$ cat src/rtl/tmr8cc_pkg.sv
package tmr8cc_pkg;

    // Write targets decoded from wr_sel
    typedef enum logic [2:0] {
        SEL_CNT = 3'd0,
        SEL_RA  = 3'd1,
        SEL_RB  = 3'd2,
        SEL_CTL = 3'd3,
        SEL_CLR = 3'd4
    } wsel_e;

    // Pin action codes; numeric order equals priority order
    typedef enum logic [1:0] {
        ACT_HOLD = 2'b00,
        ACT_LOW  = 2'b01,
        ACT_HIGH = 2'b10,
        ACT_INV  = 2'b11
    } act_e;

    // Control word bit positions
    localparam int CTL_CAP   = 0;
    localparam int CTL_A_LSB = 1;
    localparam int CTL_B_LSB = 3;

    // Flag-clear bit positions
    localparam int CLR_A   = 0;
    localparam int CLR_B   = 1;
    localparam int CLR_CAP = 2;

endpackage

$ cat src/rtl/tmr8cc_edge.sv
module tmr8cc_edge #(
    parameter int STAGES = 2
) (
    input  logic clk,
    input  logic rst_n,
    input  logic din,
    output logic rise,
    output logic fall
);

    logic [STAGES-1:0] sh_d, sh_q;
    logic              last_d, last_q;

    assign sh_d[0] = din;
    for (genvar i = 1; i < STAGES; i++) begin : g_chain
        assign sh_d[i] = sh_q[i-1];
    end

    assign last_d = sh_q[STAGES-1];

    always_ff @(posedge clk or negedge rst_n) begin
        if (!rst_n) begin
            sh_q   <= '0;
            last_q <= 1'b0;
        end else begin
            sh_q   <= sh_d;
            last_q <= last_d;
        end
    end

    assign rise = sh_q[STAGES-1] & ~last_q;
    assign fall = ~sh_q[STAGES-1] & last_q;

endmodule

$ cat src/rtl/tmr8cc_act.sv
module tmr8cc_act
    import tmr8cc_pkg::*;
(
    input  logic       en,
    input  logic [1:0] sel_a,
    input  logic [1:0] sel_b,
    input  logic       hit_a,
    input  logic       hit_b,
    input  logic       cur,
    output logic       nxt
);

    logic [1:0] code_a, code_b, win;

    always_comb begin
        code_a = hit_a ? sel_a : ACT_HOLD;
        code_b = hit_b ? sel_b : ACT_HOLD;
        // encoding order doubles as priority: pick the larger code
        win    = (code_a > code_b) ? code_a : code_b;
        if (!en) begin
            nxt = 1'b0;
        end else begin
            case (act_e'(win))
                ACT_LOW:  nxt = 1'b0;
                ACT_HIGH: nxt = 1'b1;
                ACT_INV:  nxt = ~cur;
                default:  nxt = cur;
            endcase
        end
    end

endmodule

$ cat src/rtl/tmr8cc_top.sv
module tmr8cc_top
    import tmr8cc_pkg::*;
#(
    parameter int W           = 8,
    parameter int SYNC_STAGES = 2
) (
    input  logic         clk,
    input  logic         rst_n,
    input  logic         cnt_tick,
    input  logic         wr_en,
    input  logic [2:0]   wr_sel,
    input  logic [W-1:0] wr_data,
    input  logic         cap_in,
    output logic [W-1:0] cnt_o,
    output logic [W-1:0] regb_o,
    output logic         flag_a,
    output logic         flag_b,
    output logic         flag_cap,
    output logic         tmr_out
);

    localparam logic [W-1:0] CNT_TOP = '1;

    typedef struct packed {
        logic [W-1:0] cnt;
        logic [W-1:0] ra;
        logic [W-1:0] rb;
        logic         cap_en;
        logic [1:0]   sel_a;
        logic [1:0]   sel_b;
        logic         fa;
        logic         fb;
        logic         fc;
        logic         out;
    } st_t;

    st_t  s_d, s_q;
    logic wr_cnt, wr_ra, wr_rb, wr_ctl, wr_clr;
    logic hit_a, hit_b, out_en, rise, fall, cap_ev, out_nxt;

    assign wr_cnt = wr_en && (wr_sel == SEL_CNT);
    assign wr_ra  = wr_en && (wr_sel == SEL_RA);
    assign wr_rb  = wr_en && (wr_sel == SEL_RB);
    assign wr_ctl = wr_en && (wr_sel == SEL_CTL);
    assign wr_clr = wr_en && (wr_sel == SEL_CLR);

    assign hit_a  = cnt_tick && (s_q.cnt == s_q.ra);
    assign hit_b  = cnt_tick && !s_q.cap_en && (s_q.cnt == s_q.rb);
    assign out_en = |{s_q.sel_a, s_q.sel_b};

    tmr8cc_edge #(.STAGES(SYNC_STAGES)) u_edge (
        .clk  (clk),
        .rst_n(rst_n),
        .din  (cap_in),
        .rise (rise),
        .fall (fall)
    );

    assign cap_ev = s_q.cap_en && (
        ((s_q.sel_b == 2'b00) && rise) ||
        ((s_q.sel_b == 2'b01) && fall) ||
        (s_q.sel_b[1] && (rise || fall)));

    tmr8cc_act u_act (
        .en   (out_en),
        .sel_a(s_q.sel_a),
        .sel_b(s_q.sel_b),
        .hit_a(hit_a),
        .hit_b(hit_b),
        .cur  (s_q.out),
        .nxt  (out_nxt)
    );

    always_comb begin
        s_d = s_q;
        if (wr_cnt)
            s_d.cnt = wr_data;
        else if (cnt_tick)
            s_d.cnt = s_q.cnt + 1'b1;
        if (wr_ra)
            s_d.ra = wr_data;
        if (cap_ev)
            s_d.rb = s_q.cnt;
        else if (wr_rb)
            s_d.rb = wr_data;
        if (wr_ctl) begin
            s_d.cap_en = wr_data[CTL_CAP];
            s_d.sel_a  = wr_data[CTL_A_LSB +: 2];
            s_d.sel_b  = wr_data[CTL_B_LSB +: 2];
        end
        if (wr_clr) begin
            if (wr_data[CLR_A])   s_d.fa = 1'b0;
            if (wr_data[CLR_B])   s_d.fb = 1'b0;
            if (wr_data[CLR_CAP]) s_d.fc = 1'b0;
        end
        if (hit_a)  s_d.fa = 1'b1;
        if (hit_b)  s_d.fb = 1'b1;
        if (cap_ev) s_d.fc = 1'b1;
        s_d.out = out_nxt;
    end

    always_ff @(posedge clk or negedge rst_n) begin
        if (!rst_n) s_q <= '0;
        else        s_q <= s_d;
    end

    assign cnt_o    = s_q.cnt;
    assign regb_o   = s_q.rb;
    assign flag_a   = s_q.fa;
    assign flag_b   = s_q.fb;
    assign flag_cap = s_q.fc;
    assign tmr_out  = s_q.out;

    AST_CNT_WRAP: assert property (@(posedge clk) disable iff (!rst_n)
        (cnt_tick && !wr_cnt && s_q.cnt == CNT_TOP) |=> (s_q.cnt == '0));

    AST_FLAG_A_STICKY: assert property (@(posedge clk) disable iff (!rst_n)
        (s_q.fa && !(wr_clr && wr_data[CLR_A])) |=> s_q.fa);

    AST_PRIO_INV: assert property (@(posedge clk) disable iff (!rst_n)
        (out_en && hit_a && hit_b && (s_q.sel_a == ACT_INV || s_q.sel_b == ACT_INV))
        |=> (s_q.out != $past(s_q.out)));

    AST_OFF_LOW: assert property (@(posedge clk) disable iff (!rst_n)
        !out_en |=> !s_q.out);

    AST_CAP_COPY: assert property (@(posedge clk) disable iff (!rst_n)
        cap_ev |=> (s_q.rb == $past(s_q.cnt) && s_q.fc));

    AST_CAP_NO_B: assert property (@(posedge clk) disable iff (!rst_n)
        (s_q.cap_en && !hit_a) |=> (s_q.out == $past(s_q.out) || !s_q.out));

endmodule

$ cat config.mk
export PLATFORM = sky130hd
export DESIGN_NAME = tmr8cc_top
export DESIGN_NICKNAME = d
export VERILOG_FILES = /design/src/rtl/tmr8cc_pkg.sv /design/src/rtl/tmr8cc_edge.sv /design/src/rtl/tmr8cc_act.sv /design/src/rtl/tmr8cc_top.sv
export SDC_FILE = /design/constraint.sdc
export NUM_CORES = 1
export LEC_CHECK = 0
export ABC_CLOCK_PERIOD_IN_PS = 6500
export BUFFER_PORTS_ARGS = -buffer_cell sky130_fd_sc_hd__buf_4
export CAP_MARGIN = 10
export CELL_PAD_IN_SITES_DETAIL_PLACEMENT = 1
export CELL_PAD_IN_SITES_GLOBAL_PLACEMENT = 2
export CORE_ASPECT_RATIO = 0.6
export CORE_UTILIZATION = 39
export CTS_CLUSTER_DIAMETER = 30
export DETAILED_ROUTE_END_ITERATION = 10
export GPL_TIMING_DRIVEN = 1
export PLACE_DENSITY = 0.87
export SYNTH_ARGS = -nofsm -noshare
export SYNTH_HDL_FRONTEND = slang
export SYNTH_HIERARCHICAL = 1
export SYNTH_SLANG_ARGS = --single-unit
$ cat constraint.sdc
create_clock -name clk -period 6.5 [get_ports clk]
set_input_delay 1.3 -clock clk [delete_from_list [all_inputs] [get_ports clk]]
set_output_delay 1.3 -clock clk [all_outputs]
set_load 0.02 [all_outputs]
After elaboration in Yosys (flattened, before gate mapping)
Cells that the tools add are included.
W data, S select, Z words.
{"block": "totals", "reg_bits": 36}
{"block": "classes", "n_addsub": 1, "n_lt_le_gt_ge": 1, "eq_ne": 11, "n_mux": 16, "bitwise_logic": 5, "n_reduce_logical": 30}
{"op": "$mux W8", "n": 4}
{"op": "$eq A8 B8 Y1", "n": 2}
{"op": "$reduce_bool A2 Y1", "n": 8}
{"op": "$logic_and A1 B1 Y1", "n": 12}
{"op": "$add A8 B1 Y8 const B", "n": 1}
{"op": "$mux W1", "n": 7}
{"op": "$eq A3 B2 Y1 const B", "n": 2}
{"op": "$mux W2", "n": 3}
{"op": "$reduce_and A2 Y1", "n": 3}
{"op": "$eq A2 B1 Y1 const B", "n": 2}
{"op": "$eq A2 B2 Y1 const B", "n": 2}
{"op": "$ne A4 B4 Y1 const B", "n": 1}
{"op": "$reduce_or A4 Y1", "n": 1}
{"op": "$eq A3 B1 Y1 const B", "n": 1}
{"op": "$eq A3 B3 Y1 const B", "n": 1}
{"op": "$logic_not A3 Y1", "n": 1}
{"op": "$logic_or A1 B1 Y1", "n": 3}
{"op": "$mux W3", "n": 1}
{"op": "$not A1 Y1", "n": 3}
{"op": "$pmux W1 S3", "n": 1}
{"op": "$and A1 B1 Y1", "n": 2}
{"op": "$gt A2 B2 Y1", "n": 1}
{"op": "$logic_not A2 Y1", "n": 1}
{"op": "$logic_not A1 Y1", "n": 1}

Logic depth before layout (Yosys ltp)
Gate-level depths: netlist of run 1.
{"block": "logic_depth", "ltp_word": 9, "depth_mapped": 10, "ltp_nobuf": 9}

Modules after synthesis
Netlist of run 1, hierarchy kept.
{"module": "tmr8cc_top", "n_inst": 1, "cells_per_inst": 167, "area_each_um2": 1885.6}
{"module": "tmr8cc_act", "n_inst": 1, "cells_per_inst": 17, "area_each_um2": 121.4}
{"module": "tmr8cc_edge", "n_inst": 1, "cells_per_inst": 5, "area_each_um2": 90.1}

Worst setup path before layout of run 1
No wires, ideal clock.
{"block": "synth_timing", "kind": "input port to flip-flop", "start": "input cnt_tick", "end": "register s_q (netlist bit tmr_out)", "arrival_ns": 2.663, "t_required_ns": 6.396, "setup_slack_ns": 3.733, "path_stages": 8, "n_path_buf": 1, "cell_sequence": "buf_2 -> nand3b_1 -> nor3_1 -> nand2_1 -> ha_1 -> nor2b_4 -> o21a_1 -> o311ai_1"}
{"block": "synth_between", "elab_chain_len": 8, "word_cells_on_any_way": 13, "cone_classes": "order compare (1); eq/ne (4); mux (5); reduce/logical (3)"}
{"element": "from (decl)", "line": "tmr8cc_top.sv:9", "rtl": "input logic cnt_tick,"}
{"element": "$logic_and A1 B1 Y1 * (2 in series)", "line": "tmr8cc_top.sv:48", "rtl": "assign hit_b = cnt_tick && !s_q.cap_en && (s_q.cnt == s_q.rb);"}
{"element": "net hit_b", "line": "tmr8cc_top.sv:39", "rtl": "logic hit_a, hit_b, out_en, rise, fall, cap_ev, out_nxt;"}
{"element": "$mux W2 *", "line": "tmr8cc_act.sv:17", "rtl": "code_b = hit_b ? sel_b : ACT_HOLD;"}
{"element": "$gt A2 B2 Y1", "line": "tmr8cc_act.sv:19", "rtl": "win = (code_a > code_b) ? code_a : code_b;"}
{"element": "$mux W2 *", "line": "tmr8cc_act.sv:19"}
{"element": "$eq A2 B2 Y1 or $eq A2 B1 Y1 (tied branches)", "line": "tmr8cc_act.sv:23", "rtl": "case (act_e'(win))"}
{"element": "$pmux W1 S3 *", "line": "tmr8cc_act.sv:23"}
{"element": "$mux W1 *", "line": "tmr8cc_act.sv:20", "rtl": "if (!en) begin"}
{"element": "net out_nxt", "line": "tmr8cc_top.sv:39"}
{"element": "to (signal assigned)", "line": "tmr8cc_top.sv:103", "rtl": "if (!rst_n) s_q <= '0;"}
{"element": "to (signal assigned)", "line": "tmr8cc_top.sv:104", "rtl": "else s_q <= s_d;"}
{"element": "to (decl)", "line": "tmr8cc_top.sv:37", "rtl": "st_t s_d, s_q;"}
Mark *: on every way through the listed nets, which the timed path passes. The rest lies on a longest branch.
A chain may end at the register's enable or synchronous reset.

Final worst setup path of run 1
{"block": "layout_timing", "start": "input wr_sel[0]", "end": "register s_q (netlist bit regb_o[0])"}
{"block": "layout_between", "elab_chain_len": 3}
{"element": "from (decl)", "line": "tmr8cc_top.sv:11", "rtl": "input logic [2:0] wr_sel,"}
{"element": "$eq A3 B2 Y1", "line": "tmr8cc_top.sv:43", "rtl": "assign wr_rb = wr_en && (wr_sel == SEL_RB);"}
{"element": "$logic_and A1 B1 Y1", "line": "tmr8cc_top.sv:43"}
{"element": "$reduce_bool A2 Y1 (no line)"}
Every way passes these cells.

==> results.tsv, run 1 <==
stage	metric	value	unit
worst_setup_path	startpoint_type	primary input	
die	start_util	41.1	%
clocking	cts_tree	yes	
timing	finalClockSkew	0.00186	ns
die	die-area	5680	um2
yosys	syn_area_per_cell	11.1	um2
worst_setup_path	end_kind	flip-flop	
die	rows	20	
status	outcome	completed	
final_layout	multi_input_area	1030	um2
final_layout	diodes	0	
yosys	synth_top_area_share	43.0	%
placement	postPlaceCellArea	2290	um2
worst_setup_path	worstReg2RegStart	cnt_o[2]	
routing	drt_first_pass_iters	4	
worst_setup_path	critPathKind	in -> reg	
hold_path	hold_depth	0	
worst_setup_path	regToRegEndpoint	tmr_out	
yosys	yosys.area.top_type	dfrtp_1	
power	irDropWorstVdd	146	uV
yosys	ys_seq_elements	36	
timing	drv_slew	0	
worst_setup_path	cp_data_arrival_time	3.07	ns
yosys	synth_most_common_cell	dfrtp_1	
placement	dp_hpwl	3.72	mm
yosys	synth_top_flop_cell	dfrtp_1	
routing	antenna_left	0	
yosys	synth_xor_area_share	8.35	%
die	die_h	58.8	um
global_route	grt_max_degree	37	
timing	timing.fmax	346	MHz
worst_setup_path	r2r_slack	4.15	ns
routing	wl_per_cell	17.7	um
clocking	root_buffer	clkbuf_8	
clocking	clock_latency	0.28	ns
worst_setup_path	startpoint	wr_sel[0]	
worst_setup_path	path_max_fanout	8	
clocking	cts.clk_slew.worst_paths	0.07	ns
die	dieWidth	96.7	um
yosys	async_flop_share	100	%
final_layout	layout-drive-gt1-share	31.7	%
timing	hold_viol_final	0	
timing	tightest_slew	1.14	ns
final_layout	final_nets	227	
yosys	synth_seq_area_share	43.0	%
final_layout	fillers	569	
die	core	5100	um2
yosys	synth_compound_area_share	7.22	%
routing	viasPerCell	5.26	
die	io_pins	36	
clocking	post_cts_buffers	0	
routing	drtIter0Drc	68	
global_route	grt_antenna_before_repair	0	
timing	setup_viol	0	
timing	holdWs	0.352	ns
final_layout	area_growth	14.6	%
timing	period_needed	2.89	ns
clocking	cts_resized	0	
hold_path	min_to	u_edge/sh_q[1]	
clocking	cts_buffers	5	
yosys	synth_top_family_by_area	multiplexers	
yosys	yosys.cell_types.count	38	
yosys	ys_top_cells_by_area	dfrtp_1, xnor2_1, mux2_4, buf_4, mux2_1	
global_route	grt.overflow.total	0	
run	max_cap_viol_count	0	
power	p_leak	1.04	nW
clocking	cts.hold.buffers_added	0	
yosys	yosys.area_share.adder	2.39	%
yosys	ys_warn_count	6	
placement	port-buffer-count	35	
yosys	synthesis.nets	209	
hold_path	hold_class	reg -> reg	
yosys	synth_mux_area_share	16.6	%
clocking	htreeDepth	2	
timing	totalNegativeSetupSlack	0	ns
global_route	grt_pass1_vias	1471	
power	power.density	424	nW/um2
global_route	grt_usage	18.7	%
global_route	grt_pass1_wl	7.94	mm
timing	rsz0062_at_grt	false	
final_layout	seq_area	901	um2
timing	fin_crit_sh	44.5	%
routing	vias	1442	
yosys	mappedNetlistArea	2100	um2
power	total_power	0.00102	W
yosys	ys_top_cells_by_count	dfrtp_1, nand2_1, buf_4, xnor2_1, o21ai_0	
worst_setup_path	cp.required	6.67	ns
routing	drt-total-wl	4.85	mm
clocking	cts.sinks	36	
final_layout	final_util	47.1	%
yosys	syn_inst	189	
final_layout	design_area	2400	um2
clocking	cts_max_path_buffers	2	
placement	place.gp.congestion	0.760	
hold_path	holdCritStartpoint	u_edge/sh_q[0]	
routing	drcViolationCount	0	
timing	relSlewSlack	22.7	%
yosys	synth_edf_count	0	
yosys	synthSimpleGateAreaFrac	14.1	%
worst_setup_path	reg2reg_depth	8	
registers in the layout, summed over array words and instances (netlist names):
| signal | count |
|---|---|
| flag_a | 1 |
| regb_o | 8 |
| u_edge/last_q | 1 |
| flag_cap | 1 |
| s_q | 13 |
| cnt_o | 8 |
| tmr_out | 1 |
| u_edge/sh_q | 2 |
| flag_b | 1 |
per-layer routing:
| metal | track usage (%) | vias up | routed length, um |
|---|---|---|---|
| met5 | 0 | - | 0 |
| met1 | 28.7 | 719 | 2680 |
| met2 | 25.6 | 32 | 1910 |
| met3 | 4.28 | 4 | 211 |
| met4 | 6.40 | 0 | 51 |
| li1 | - | 687 | - |
cell usage in the layout, fill, tap and decap left out, types with 4 or more instances in the layout:
| cell | n |
|---|---|
| nand4_1 | 6 |
| inv_1 | 4 |
| mux2_1 | 9 |
| dfrtp_1 | 36 |
| clkbuf_8 | 5 |
| buf_4 | 36 |
| nand3_1 | 5 |
| xnor2_1 | 16 |
| mux2_2 | 9 |
| nand2_1 | 17 |
| ha_1 | 4 |
| mux2_4 | 9 |
| o21ai_0 | 12 |
| xor2_1 | 4 |
critical path: stages:
cell and delay, ns:
buf_4 0.13, nor4bb_2 0.98, mux2_1 0.39, mux2_4 0.26
power by group:
group | switching, W | internal [W] | leakage, nW | total [W]
clock | 0.0000800 | 0.000114 | 0.0552 | 0.000194
combinational | 0.000203 | 0.000217 | 0.556 | 0.000420
sequential | 0.000107 | 0.000296 | 0.434 | 0.000404
total | 0.000390 | 0.000627 | 1.04 | 0.00102
cells by family after synthesis:
| kind of cell | count (synthesis) |
|---|---|
| DFF | 36 |
| xor gates and xnor gates | 20 |
| and+or+nand+nor | 50 |
| AOI/OAI and AO/OA | 22 |
| muxes | 28 |
| buffers and inverters | 29 |
| adders and majority gates | 4 |
cell type report:
cell class | count | share of cell area [%]
multi-input cells | 124 | 42.7
flip-flops and latches | 36 | 37.5
repair buffers | 36 | 11.3
well taps | 66 | 3.44
clock buffers | 6 | 3.02
clock inverters | 2 | 1.46
inverters | 4 | 0.625
per-stage QoR:
stage | setup WS, ns | std cells
5_1_grt | 3.51 | 274
4_1_cts | 3.59 | 274
3_3_place_gp | 3.32 | 266
2_1_floorplan | 3.73 | 189
3_5_place_dp | 3.28 | 266
6_report | 3.61 | 274
worst max path at each step:
stage | end | slack, ns | depth (start not counted)
2_1_floorplan | tmr_out | 3.73 | 8
3_3_place_gp | regb_o[3] | 3.32 | 4
3_5_place_dp | regb_o[3] | 3.28 | 4
4_1_cts | regb_o[3] | 3.59 | 4
5_1_grt | regb_o[5] | 3.51 | 4
6_report | regb_o[0] | 3.61 | 4
No activity file was read; power rests on OpenSTA's default activity.
==> run 2: changes to the inputs <==
--- a/config.mk
+++ b/config.mk
@@ -5,17 +5,17 @@
 export SDC_FILE = /design/constraint.sdc
 export NUM_CORES = 1
 export LEC_CHECK = 0
-export ABC_CLOCK_PERIOD_IN_PS = 6500
+export ABC_CLOCK_PERIOD_IN_PS = 2700
 export BUFFER_PORTS_ARGS = -buffer_cell sky130_fd_sc_hd__buf_4
 export CAP_MARGIN = 10
 export CELL_PAD_IN_SITES_DETAIL_PLACEMENT = 1
 export CELL_PAD_IN_SITES_GLOBAL_PLACEMENT = 2
 export CORE_ASPECT_RATIO = 0.6
-export CORE_UTILIZATION = 39
+export CORE_UTILIZATION = 36
 export CTS_CLUSTER_DIAMETER = 30
 export DETAILED_ROUTE_END_ITERATION = 10
 export GPL_TIMING_DRIVEN = 1
-export PLACE_DENSITY = 0.87
+export PLACE_DENSITY = 0.82
 export SYNTH_ARGS = -nofsm -noshare
 export SYNTH_HDL_FRONTEND = slang
 export SYNTH_HIERARCHICAL = 1
==> constraint.sdc (replaced) <==
create_clock -name clk -period 2.7 [get_ports clk]
set_input_delay 0.54 -clock clk [delete_from_list [all_inputs] [get_ports clk]]
set_output_delay 0.54 -clock clk [all_outputs]
set_load 0.02 [all_outputs]
==> run 2 against run 1 <==
Net effect: clock power rose by 110%; setup slack got worse by 3.2 ns; register-to-register slack got worse by 3.7 ns; non-clock buffer count rose by 2; via count did not move; sequential share of layout area fell by 0.29 points; design area rose by 0.78%; global-route usage fell by 0.55 points; sequential cell count did not move; worst hold slack got worse by 0.14 ns; count of clock-buffer cells in the layout rose by 1; combinational power rose by 140%.
==> results.tsv, run 2 (synthesis gave the netlist of run 1 again) <==
stage	metric	value	unit
final_layout	fillers	631	
die	rows	21	
timing	setup_viol	0	
clocking	cts.sinks	36	
timing	timing.fmax	435	MHz
power	intPower	0.00144	W
clocking	post_cts_buffers	0	
routing	viasPerCell	4.97	
die	die_h	61.1	um
clocking	clock_latency	0.29	ns
power	comb_power_share	41.8	%
die	io_pins	36	
final_layout	final_nets	229	
worst_setup_path	path_max_fanout	7	
die	dieWidth	101	um
final_layout	design_area	2420	um2
final_layout	final_common_cell	buf_4	
die	die-area	6140	um2
routing	drtIter0Drc	40	
placement	place_ws	0.397	ns
placement	port-buffer-count	35	
worst_setup_path	cp.required	2.88	ns
routing	antenna_left	0	
worst_setup_path	startpoint_type	flip-flop	
worst_setup_path	cp_data_arrival_time	2.48	ns
timing	final.setup.worst_slack	0.401	ns
status	outcome	completed	
power	p_sw_share	39.2	%
routing	met2_length	1.91	mm
final_layout	largest_register	s_q	
final_layout	layout-drive-gt1-share	32.4	%
worst_setup_path	startpoint	cnt_o[4]	
final_layout	largest_register_ff_count	13	
final_layout	final_cell_mix	buf_4, dfrtp_1, nand2_1	
worst_setup_path	end_kind	flip-flop	
routing	drt_first_pass_iters	4	
clocking	htreeDepth	2	
final_layout	final_util	43.3	%
routing	m1WireLength	2.83	mm
power	p_sw	0.000933	W
power	p_leak	1.04	nW
worst_setup_path	cp_cell_sequence	xnor2_1 > nand4_1 > nor3_1 > and2_1 > ha_1 > nor2b_4 > o21a_1 > o311ai_1	
global_route	grt_max_degree	37	
timing	finalClockSkew	0.00614	ns
timing	holdWs	0.209	ns
routing	vias	1442	
routing	drcViolationCount	0	
placement	place.gp.congestion	0.771	
clocking	cts.clk_slew.worst_paths	0.07	ns
global_route	grt_pass1_vias	1439	
worst_setup_path	path_delay_family	simple AND/OR/NAND/NOR gates	
clocking	cts_max_path_buffers	2	
power	p_clk_share	17.1	%
power	power.density	982	nW/um2
die	core	5600	um2
clocking	root_buffer	clkbuf_8	
power	irDropWorstVdd	361	uV
run	max_cap_viol_count	0	
worst_setup_path	cp_slowest_cell	dfrtp_1	
global_route	grt_antenna_before_repair	0	
global_route	grt_pass1_wl	7.94	mm
timing	fin_crit_sh	85.2	%
worst_setup_path	worstReg2RegStart	cnt_o[4]	
clocking	cts_tree	yes	
timing	totalNegativeSetupSlack	0	ns
power	seqPwrFrac	41.1	%
timing	relSlewSlack	63.1	%
routing	wl_met3	184	um
worst_setup_path	crit_buf_inv	0	
global_route	grt_usage	18.2	%
routing	highest_layer	met4	
timing	period_needed	2.30	ns
placement	postPlaceCellArea	2330	um2
clocking	cts.hold.buffers_added	0	
routing	drt-total-wl	4.95	mm
hold_path	hold_class	in -> async	
timing	hold_viol_final	0	
timing	rsz0062_at_grt	false	
die	start_util	37.5	%
routing	wl_per_cell	17.1	um
timing	tightest_slew	0.554	ns
clocking	cts_buffers	5	
timing	drv_slew	0	
final_layout	area_growth	15.5	%
worst_setup_path	max_stage_delay	0.49	ns
clocking	cts_resized	0	
global_route	grt.overflow.total	0	
worst_setup_path	critPathKind	reg -> reg	
placement	dp_hpwl	3.82	mm
final_layout	diodes	0	
-- run 2: cell count changes in the layout (fill, tap and decap cells not counted), sizes merged --
cell	previous run	this run
buf	36	38
bufinv	1	0
clkbuf	6	7
clkinv	1	0
clkinvlp	0	1
-- run 2: layout make-up --
type | count | area [um2] | share of cell area [%]
Clock buffer | 7 | 86.3 | 3.57
Clock inverter | 1 | 7.51 | 0.310
Inverter | 4 | 15.0 | 0.620
Multi-Input combinational cell | 124 | 1030 | 42.4
Sequential cell | 36 | 901 | 37.2
Tap cell | 80 | 100 | 4.13
Timing Repair Buffer | 38 | 285 | 11.8
-- run 2: power by group through the flow --
stage	Combinational, W	Sequential (W)	Clock [W]
6_report	0.000995	0.000977	0.000406
3_3_place_gp	0.000983	0.000983	0
5_1_grt	0.00108	0.00102	0.000440
3_5_place_dp	0.000998	0.000990	0
4_1_cts	0.00101	0.000979	0.000419
2_1_floorplan	0.000893	0.000865	0
-- run 2: worst paths after layout --
| kind | to | slack (ns) | cells past startpoint |
|---|---|---|---|
| worst max register to register | tmr_out | 0.40 | 8 |
| worst min register to register | u_edge/sh_q[1] | 0.36 | 0 |
| min in group clk | u_edge/sh_q[0] | 0.35 | 1 |
| worst max-delay path | tmr_out | 0.40 | 8 |
| max in group asynchronous | flag_cap | 2.15 | 1 |
| worst min-delay path | regb_o[2] | 0.21 | 1 |
-- run 2: per-layer routing --
metal	vias to the layer above	global-route usage (%)
li1	687	-
met1	718	28.2
met2	32	24.7
met3	5	4.20
met4	0	5.59
met5	-	0
-- run 2: per-stage QoR --
stage	std cells	power, W
final	290	0.00238
after global routing	290	0.00254
after CTS	290	0.00241
after detailed placement	282	0.00199
after global placement	282	0.00197
after floorplan	189	0.00176
==> run 3: changes to the inputs <==
--- a/config.mk
+++ b/config.mk
@@ -5,13 +5,13 @@
 export SDC_FILE = /design/constraint.sdc
 export NUM_CORES = 1
 export LEC_CHECK = 0
+export ABC_AREA = 1
 export ABC_CLOCK_PERIOD_IN_PS = 2700
 export BUFFER_PORTS_ARGS = -buffer_cell sky130_fd_sc_hd__buf_4
-export CAP_MARGIN = 10
 export CELL_PAD_IN_SITES_DETAIL_PLACEMENT = 1
 export CELL_PAD_IN_SITES_GLOBAL_PLACEMENT = 2
 export CORE_ASPECT_RATIO = 0.6
-export CORE_UTILIZATION = 36
+export CORE_UTILIZATION = 32
 export CTS_CLUSTER_DIAMETER = 30
 export DETAILED_ROUTE_END_ITERATION = 10
 export GPL_TIMING_DRIVEN = 1
==> run 3 against run 2 <==
Net effect: core utilization down 3.1 points; critical endpoint unchanged; final cell count up 54%; clock power up 49%; sequential power down 12%; synthesized cell count up 70%; design area up 15%; non-clock buffer count up 2; sequential cell count unchanged; sequential share of layout area down 4.8 points; maximum frequency up 6.2%; die area up 27%.
==> results.tsv, run 3 <==
stage	metric	value	unit
routing	wl_per_cell	16.8	um
placement	place.gp.congestion	0.786	
final_layout	layout-drive-gt1-share	20.5	%
yosys	ys_top_cells_by_count	nand2_1, inv_1, dfrtp_1	
routing	drt-total-wl	7.51	mm
placement	port-buffer-count	35	
die	start_util	34.4	%
yosys	mappedNetlistArea	2380	um2
placement	dp_hpwl	5.85	mm
global_route	grt.overflow.total	0	
power	p_sw	0.00102	W
final_layout	final_common_cell	nand2_1	
routing	drcViolationCount	0	
timing	relSlewSlack	65.6	%
routing	antenna_left	0	
yosys	ys_top_cells_by_area	dfrtp_1, nand2_1, inv_1, nand3_1, buf_4	
run	max_cap_viol_count	0	
final_layout	largest_register	s_q	
timing	hold_viol_final	0	
worst_setup_path	end_kind	flip-flop	
power	p_clk_share	24.6	%
worst_setup_path	startpoint_type	flip-flop	
final_layout	fin_cells	447	
die	die-area	7810	um2
clocking	cts_buffers	5	
die	die_h	68.9	um
die	rows	23	
yosys	ys_warn_count	6	
yosys	ys_seq_elements	36	
placement	dp_cells	439	
power	irDropWorstVdd	264	uV
global_route	grt_pass1_wl	12.0	mm
clocking	cts_max_path_buffers	2	
worst_setup_path	startpoint	cnt_o[6]	
final_layout	area_growth	16.7	%
clocking	cts_resized	0	
yosys	synth_most_common_cell	nand2_1	
clocking	clock_latency	0.29	ns
clocking	cts.clk_slew.worst_paths	0.06	ns
clocking	htreeDepth	2	
timing	tightest_slew	0.516	ns
worst_setup_path	cp.required	2.87	ns
yosys	synth_top_area_share	37.8	%
clocking	cts.hold.buffers_added	0	
worst_setup_path	worstReg2RegStart	cnt_o[6]	
hold_path	hold_class	in -> async	
timing	rsz0062_at_grt	false	
timing	setup_viol	0	
yosys	synth_seq_area_share	37.8	%
power	comb_power_share	40.6	%
timing	period_needed	2.17	ns
worst_setup_path	regToRegEndpoint	tmr_out	
clocking	post_cts_buffers	0	
power	power.density	883	nW/um2
yosys	yosys.area.top_type	dfrtp_1	
die	core	6940	um2
worst_setup_path	path_max_fanout	7	
global_route	grt_pass1_vias	2132	
timing	drv_slew	0	
global_route	grt_max_degree	37	
worst_setup_path	critPathKind	reg -> reg	
die	dieWidth	113	um
die	io_pins	36	
power	intPower	0.00144	W
worst_setup_path	reg2reg_depth	16	
status	outcome	completed	
power	p_leak	1.48	nW
final_layout	final_cell_mix	nand2_1, inv_1, buf_4	
global_route	grt_usage	21.4	%
final_layout	fillers	906	
routing	vias	2090	
clocking	root_buffer	clkbuf_16	
yosys	async_flop_share	100	%
power	seqPwrFrac	34.8	%
routing	viasPerCell	4.68	
worst_setup_path	r2r_slack	0.53	ns
yosys	syn_area_per_cell	7.43	um2
clocking	cts_tree	yes	
timing	fin_crit_sh	80.2	%
timing	finalClockSkew	0.00498	ns
timing	totalNegativeSetupSlack	0	ns
routing	drtIter0Drc	141	
yosys	synth_top_flop_cell	dfrtp_1	
yosys	synthesis.nets	341	
yosys	yosys.cell_types.count	35	
routing	drt_first_pass_iters	4	
global_route	grt_antenna_before_repair	0	
clocking	cts.sinks	36	
yosys	synth_edf_count	0	
yosys	syn_inst	321	
worst_setup_path	cp_data_arrival_time	2.34	ns
final_layout	final_nets	366	
timing	timing.fmax	462	MHz
final_layout	largest_register_ff_count	13	
final_layout	diodes	0	
power	p_sw_share	41.5	%
==> run 3: cell type report <==
cell class              instances  area (um2)  share of cell area [%]
clock inverters                 1        7.51                   0.270
inverters                      49         186                    6.70
repair buffers                 40         300                    10.8
flip-flops and latches         36         901                    32.4
multi-input cells             214        1120                    40.2
clock buffers                   7         143                    5.13
well taps                     100         125                    4.50
==> run 3: power by group through the flow <==
stage	clock [W]	sequential (W)	combinational [W]
after floorplan	0	0.000831	0.000711
after global placement	0	0.000851	0.000980
after detailed placement	0	0.000860	0.000997
after CTS	0.000626	0.000853	0.00100
after global routing	0.000649	0.000877	0.00110
final	0.000604	0.000855	0.000998
==> run 3: metal layers <==
metal  track usage (%)  part of all wire, %
met2              29.9                   38
met4              5.92                 0.99
met1              32.8                   57
met3              4.11                  4.1
met5                 0                    0
==> run 3: critical path: stages (launching register included) <==
cell and delay [ns]:
dfrtp_1 0.50, inv_1 0.17, nand2_1 0.09, nand2_1 0.06
nor2_1 0.09, nand2_1 0.08, nor2_1 0.09, nand2_1 0.08
inv_1 0.08, nand2_1 0.09, ha_1 0.32, nand2_1 0.09
nand2_2 0.06, nand3_1 0.07, nand2_1 0.06, nor2_1 0.08
nor2_1 0.04
==> run 3: through the flow <==
stage / worst slack [ns] / power, W / hold slack (ns) / utilization (%) / cell area (um2)
floorplan: 0.889 / 0.00154 / 0.244 / - / 2380
global placement: 0.581 / 0.00183 / 0.332 / 38.0 / 2630
detailed placement: 0.519 / 0.00186 / 0.340 / 38.0 / 2630
CTS: 0.523 / 0.00248 / 0.239 / 40.1 / 2780
global route: 0.241 / 0.00263 / 0.260 / 40.1 / 2780
finish: 0.534 / 0.00246 / 0.233 / 40.1 / 2780
==> run 3: how the worst max path moves through the flow <==
stage	slack, ns	end
5_1_grt	0.24	tmr_out
3_3_place_gp	0.58	tmr_out
2_1_floorplan	0.89	tmr_out
6_report	0.53	tmr_out
4_1_cts	0.52	tmr_out
3_5_place_dp	0.52	tmr_out
==> run 3: cells by family after synthesis <==
group	share of synthesized area [%]
and+or+nand+nor	35.0
adders and majority gates	2.10
DFF	37.8
xor gates and xnor gates	2.20
buffers and inverters	15.3
AOI/OAI and AO/OA	7.66
